File: src/rtl/microop_pkg.sv
package microop_pkg;

    typedef enum logic [1:0] {
        OP_HOLD  = 2'd0,
        OP_SHIFT = 2'd1,
        OP_ADD   = 2'd2,
        OP_XOR   = 2'd3
    } op_e;

    // Control word shared by every slice of the register.
    typedef struct packed {
        logic load;      // flip-flop captures a new value
        logic pick_ci;   // next value is the incoming chain bit (shift)
        logic carry_en;  // chain carries an arithmetic carry (add)
    } slice_ctl_t;

    // Fixed priority when the one-hot rule is broken: shift, add, xor.
    function automatic op_e pick_op(logic sh, logic xr, logic ad);
        op_e op;
        if (sh)      op = OP_SHIFT;
        else if (ad) op = OP_ADD;
        else if (xr) op = OP_XOR;
        else         op = OP_HOLD;
        return op;
    endfunction

    function automatic slice_ctl_t ctl_of(op_e op);
        slice_ctl_t c;
        c = '0;
        unique case (op)
            OP_SHIFT: begin c.load = 1'b1; c.pick_ci = 1'b1; end
            OP_ADD:   begin c.load = 1'b1; c.carry_en = 1'b1; end
            OP_XOR:   begin c.load = 1'b1; end
            default:  c = '0;
        endcase
        return c;
    endfunction

endpackage

File: src/rtl/op_decoder.sv
module op_decoder
    import microop_pkg::*;
(
    input  logic       do_shift,
    input  logic       do_xor,
    input  logic       do_add,
    output slice_ctl_t ctl
);
    op_e op;

    always_comb begin
        op  = pick_op(do_shift, do_xor, do_add);
        ctl = ctl_of(op);
    end
endmodule

File: src/rtl/carry_link.sv
module carry_link (
    input  logic a_bit,
    input  logic b_bit,
    input  logic ci,
    input  logic pick_ci,
    input  logic carry_en,
    output logic co
);
    // Shift: pass own bit upward. Add: majority carry. Xor/hold: zero.
    always_comb begin
        if (pick_ci)       co = a_bit;
        else if (carry_en) co = (a_bit & b_bit) | (ci & (a_bit ^ b_bit));
        else               co = 1'b0;
    end
endmodule

File: src/rtl/slice_cell.sv
module slice_cell (
    input  logic clk,
    input  logic rst,
    input  logic b_bit,
    input  logic ci,
    input  logic load,
    input  logic pick_ci,
    output logic a_bit
);
    logic sum;
    logic nxt;

    always_comb begin
        sum = a_bit ^ b_bit ^ ci;
        nxt = pick_ci ? ci : sum;
    end

    always_ff @(posedge clk) begin
        if (rst)       a_bit <= 1'b0;
        else if (load) a_bit <= nxt;
    end
endmodule

File: src/rtl/microop_reg.sv
module microop_reg
    import microop_pkg::*;
#(
    parameter int W = 16
) (
    input  logic         clk,
    input  logic         rst,
    input  logic [W-1:0] b_in,
    input  logic         do_shift,
    input  logic         do_xor,
    input  logic         do_add,
    output logic [W-1:0] a_out
);
    localparam int LINKS = W - 1;

    slice_ctl_t   ctl;
    logic [W-1:0] chain;

    op_decoder u_dec (
        .do_shift (do_shift),
        .do_xor   (do_xor),
        .do_add   (do_add),
        .ctl      (ctl)
    );

    assign chain[0] = 1'b0;

    for (genvar i = 0; i < W; i++) begin : g_slice
        slice_cell u_cell (
            .clk     (clk),
            .rst     (rst),
            .b_bit   (b_in[i]),
            .ci      (chain[i]),
            .load    (ctl.load),
            .pick_ci (ctl.pick_ci),
            .a_bit   (a_out[i])
        );
        if (i < LINKS) begin : g_link
            carry_link u_link (
                .a_bit    (a_out[i]),
                .b_bit    (b_in[i]),
                .ci       (chain[i]),
                .pick_ci  (ctl.pick_ci),
                .carry_en (ctl.carry_en),
                .co       (chain[i+1])
            );
        end
    end
endmodule

File: config.mk
export PLATFORM = sky130hd
export DESIGN_NAME = microop_reg
export DESIGN_NICKNAME = d
export VERILOG_FILES = /design/src/rtl/microop_pkg.sv /design/src/rtl/op_decoder.sv /design/src/rtl/carry_link.sv /design/src/rtl/slice_cell.sv /design/src/rtl/microop_reg.sv
export SDC_FILE = /design/constraint.sdc
export NUM_CORES = 1
export LEC_CHECK = 0
export ABC_AREA = 1
export BUFFER_PORTS_ARGS = -buffer_cell sky130_fd_sc_hd__buf_2
export CAP_MARGIN = 5
export CORE_UTILIZATION = 50
export DETAILED_ROUTE_END_ITERATION = 10
export MAX_ROUTING_LAYER = met4
export PLACE_DENSITY = 0.76
export SLEW_MARGIN = 20
export SYNTH_ARGS = -nofsm -noshare
export SYNTH_HDL_FRONTEND = slang
export SYNTH_SLANG_ARGS = --single-unit
File: constraint.sdc
create_clock -name clk -period 13 [get_ports clk]
set_input_delay 1.3 -clock clk [delete_from_list [all_inputs] [get_ports clk]]
set_output_delay 1.3 -clock clk [all_outputs]
set_load 0.02 [all_outputs]
==> run_summary.xml <==
<?xml version="1.0" encoding="UTF-8"?>
<metrics>
  <group name="synth">
    <metric name="ys_warn_count" unit="">0</metric>
    <metric name="number_of_distinct_library_cell_variants_in_the_gate_level_netlist_after_synthesis" unit="">22</metric>
    <metric name="synth_area_leaders" unit="">dfxtp_1 (21%), fa_1 (18%), inv_1 (14%)</metric>
    <metric name="synth.top_cell.area_share" unit="%">21.0</metric>
    <metric name="synth_nets" unit="">239</metric>
    <metric name="synth.avg_cell_area" unit="sq um">7.51</metric>
    <metric name="synth_cells" unit="">203</metric>
    <metric name="synth.cell_area" unit="sq um">1530</metric>
    <metric name="yosys_register_bits" unit="">16</metric>
    <metric name="ys_seq_area_share" unit="%">21.0</metric>
    <metric name="netlist.top_cell.by_area" unit="">dfxtp_1</metric>
  </group>
  <group name="floorplan">
    <metric name="die-height" unit="microns">57.2</metric>
    <metric name="coreArea" unit="sq um">2830</metric>
    <metric name="initial_core_util" unit="%">53.9</metric>
    <metric name="ioPinCount" unit="">37</metric>
    <metric name="die_x" unit="microns">57.2</metric>
    <metric name="row_count" unit="">19</metric>
    <metric name="floorplan.die_area" unit="sq um">3280</metric>
  </group>
  <group name="drt">
    <metric name="routed_wl" unit="microns">2590</metric>
    <metric name="initialDrtViolationCount" unit="">45</metric>
    <metric name="num_vias" unit="">1188</metric>
    <metric name="vias_per_cell" unit="">4.71</metric>
    <metric name="detail-route-antenna-nets" unit="">0</metric>
    <metric name="avgRoutedWirePerCell" unit="microns">10.3</metric>
    <metric name="detail_route.first_pass.iterations" unit="">9</metric>
    <metric name="post-route-drc-count" unit="">5</metric>
  </group>
  <group name="critical_path">
    <metric name="worst_path_fanout_max" unit="">20</metric>
    <metric name="setup.worst_path.start_class" unit="">input port</metric>
    <metric name="setup.reg_to_reg.worst_slack" unit="ns">3.33</metric>
    <metric name="worst_path_max_delay_cell" unit="">fa_1</metric>
    <metric name="critPathArrivalTime" unit="ns">10.70</metric>
    <metric name="critical_path.max_stage_delay" unit="ns">0.39</metric>
    <metric name="worst_setup_path_end_kind" unit="">flip-flop</metric>
    <metric name="worst-r2r-cell-count" unit="">48</metric>
    <metric name="worst-endpoint-required" unit="ns">13.21</metric>
    <metric name="worst-setup-path-type" unit="">in2reg</metric>
    <metric name="rr_startpoint" unit="">g_slice[0].u_cell.a_bit</metric>
    <metric name="r2r-end" unit="">g_slice[15].u_cell.a_bit</metric>
  </group>
  <group name="sta">
    <metric name="rsz_0062_raised_after_global_routing" unit="">no</metric>
    <metric name="timing.final.max_slew_violations" unit="">0</metric>
    <metric name="fin_skew" unit="ns">0.000719</metric>
    <metric name="final_min_period_over_clock_period" unit="%">80.7</metric>
    <metric name="worst-slew-pin-transition" unit="ns">0.431</metric>
    <metric name="finalSetupViolations" unit="">0</metric>
    <metric name="timing.final.hold_violations" unit="">0</metric>
    <metric name="post-route-min-period" unit="ns">10.49</metric>
    <metric name="worst_hold_slack_across_all_endpoints" unit="ns">0.505</metric>
    <metric name="highest_clock_frequency_the_design_can_meet" unit="MHz">95.3</metric>
    <metric name="setup_tns" unit="ns">0</metric>
    <metric name="final_critical_path_setup_slack" unit="ns">2.51</metric>
    <metric name="maxSlewHeadroom" unit="%">71.2</metric>
  </group>
  <group name="clocking">
    <metric name="cts-root-to-sink-buffers" unit="">2</metric>
    <metric name="cts_resized" unit="">0</metric>
    <metric name="insertion_delay" unit="ns">0.30</metric>
    <metric name="cts-htree-levels" unit="">1</metric>
    <metric name="cts_bufs_inserted" unit="">3</metric>
    <metric name="clk_pin_slew" unit="ns">0.10</metric>
    <metric name="cts_tree" unit="">yes</metric>
    <metric name="holdBufCountCts" unit="">0</metric>
    <metric name="tritoncts_num_sinks" unit="">16</metric>
    <metric name="post_cts.repair.setup_buffers" unit="">0</metric>
    <metric name="clock-root-buffer" unit="">clkbuf_4</metric>
  </group>
  <group name="grt">
    <metric name="global_route.overflow_total" unit="">0</metric>
    <metric name="grt_util_all_layers" unit="%">17.8</metric>
    <metric name="number_of_global_route_vias_before_repair" unit="">1081</metric>
    <metric name="grt_first_pass_wirelength" unit="microns">4510</metric>
    <metric name="initial_antenna_violation_count" unit="">0</metric>
    <metric name="grt_max_degree" unit="">21</metric>
  </group>
  <group name="placement">
    <metric name="io_buffer_count" unit="">36</metric>
    <metric name="postPlaceCellArea" unit="sq um">1570</metric>
    <metric name="gp_congestion" unit="">0.791</metric>
    <metric name="pre_cts_ws" unit="ns">2.11</metric>
    <metric name="post-dp-hpwl" unit="microns">1960</metric>
  </group>
  <group name="final_layout">
    <metric name="regArea" unit="sq um">320</metric>
    <metric name="final_net_count" unit="">258</metric>
    <metric name="max_flop_register" unit="">g_slice.u_cell.a_bit</metric>
    <metric name="finish.utilization" unit="%">56.7</metric>
    <metric name="final_layout_size_suffix_gt1_share" unit="%">29.4</metric>
    <metric name="num-fill-cells" unit="">274</metric>
    <metric name="largest_register_ffs" unit="">16</metric>
    <metric name="biggestRegsByFlops" unit="">g_slice.u_cell.a_bit (16)</metric>
    <metric name="final_area" unit="sq um">1600</metric>
    <metric name="antenna_cells" unit="">0</metric>
    <metric name="area_added_between_synthesis_and_finish" unit="%">5.17</metric>
    <metric name="multi_input_area" unit="sq um">806</metric>
  </group>
  <group name="worst_hold_path">
    <metric name="timing.hold.worst_endpoint" unit="">g_slice[12].u_cell.a_bit</metric>
    <metric name="hold_depth" unit="">2</metric>
    <metric name="holdCritPathClass" unit="">reg2reg</metric>
    <metric name="worstHoldStart" unit="">g_slice[12].u_cell.a_bit</metric>
  </group>
  <group name="power_and_ir_drop">
    <metric name="power_per_cell_area" unit="nW/um^2">88.0</metric>
    <metric name="p_leak" unit="nW">0.743</metric>
    <metric name="irDropWorstVdd" unit="mV">0.0380</metric>
  </group>
  <group name="outcome">
    <metric name="violations" unit="">design-rule violations</metric>
    <metric name="run_status" unit="">finished with violations</metric>
  </group>
  <group name="flow_run">
    <metric name="max-cap-violations" unit="">0</metric>
  </group>
</metrics>
==> placed cells by master, fill, tap and decap left out, drive strengths merged <==
cell    instances
ha              1
clkbuf          4
fa             14
nand3           3
buf            36
inv            58
dfxtp          16
nand2          54
o21a            2
o21ai          13
o21bai          1
a31oi          12
nor2            4
a21oi           3
==> worst max-delay path: cells and delay by family <==
family	cells	cell delay, ns
and+or+nand+nor	6	0.55
adders and majority gates	14	5.25
buffers and inverters	15	1.35
AOI/OAI and AO/OA	13	2.25
==> worst max-delay path by stage <==
stage / from / endpoint / slack (ns) / cells past startpoint
6_report: do_shift / g_slice[15].u_cell.a_bit / 2.51 / 48
5_1_grt: do_shift / g_slice[15].u_cell.a_bit / 1.51 / 48
3_5_place_dp: do_shift / g_slice[15].u_cell.a_bit / 2.11 / 48
3_3_place_gp: do_shift / g_slice[15].u_cell.a_bit / 2.32 / 48
4_1_cts: do_shift / g_slice[15].u_cell.a_bit / 2.39 / 48
2_1_floorplan: do_shift / g_slice[15].u_cell.a_bit / 2.84 / 49
==> report_power, final <==
| part | internal, W | leakage, nW | total [W] | switching (W) |
|---|---|---|---|---|
| registers | 0.0000537 | 0.132 | 0.0000588 | 0.00000504 |
| logic | 0.0000183 | 0.591 | 0.0000475 | 0.0000292 |
| clock network | 0.0000171 | 0.0210 | 0.0000349 | 0.0000178 |
==> stage by stage <==
step                power, W  cells
floorplan           0.000102    203
CTS                 0.000142    252
global placement    0.000106    248
detailed placement  0.000108    248
global route        0.000151    252
finish              0.000141    252
==> per-layer routing <==
metal  routed length (microns)  global-route usage, %
met5                         0                      -
met3                       118                   2.04
met1                      1230                   22.2
met4                        22                   5.23
met2                      1220                   30.4
==> layout make-up <==
cell class,count,share of cell area (%)
multi-input combinational,107,50.2
timing repair buffer,36,11.2
tap,31,2.42
sequential,16,20.0
clock buffer,4,2.26
inverter,58,13.9
==> Yosys cell counts (all sizes together) <==
cell type	n
inv	58
nand2	54
buf	22
dfxtp	16
fa	14
o21ai	13
a31oi	12
nor2	4
a21oi	3
nand3	3
o21a	2
ha	1
o21bai	1
==> kinds of logic after synthesis <==
kind of cell,synth area share [%]
adders and majority gates,19.2
AOI/OAI and AO/OA,15.3
and+or+nand+nor,18.4
DFF,21.0
buffers and inverters,26.2
Power figures use the tool's default switching activity.
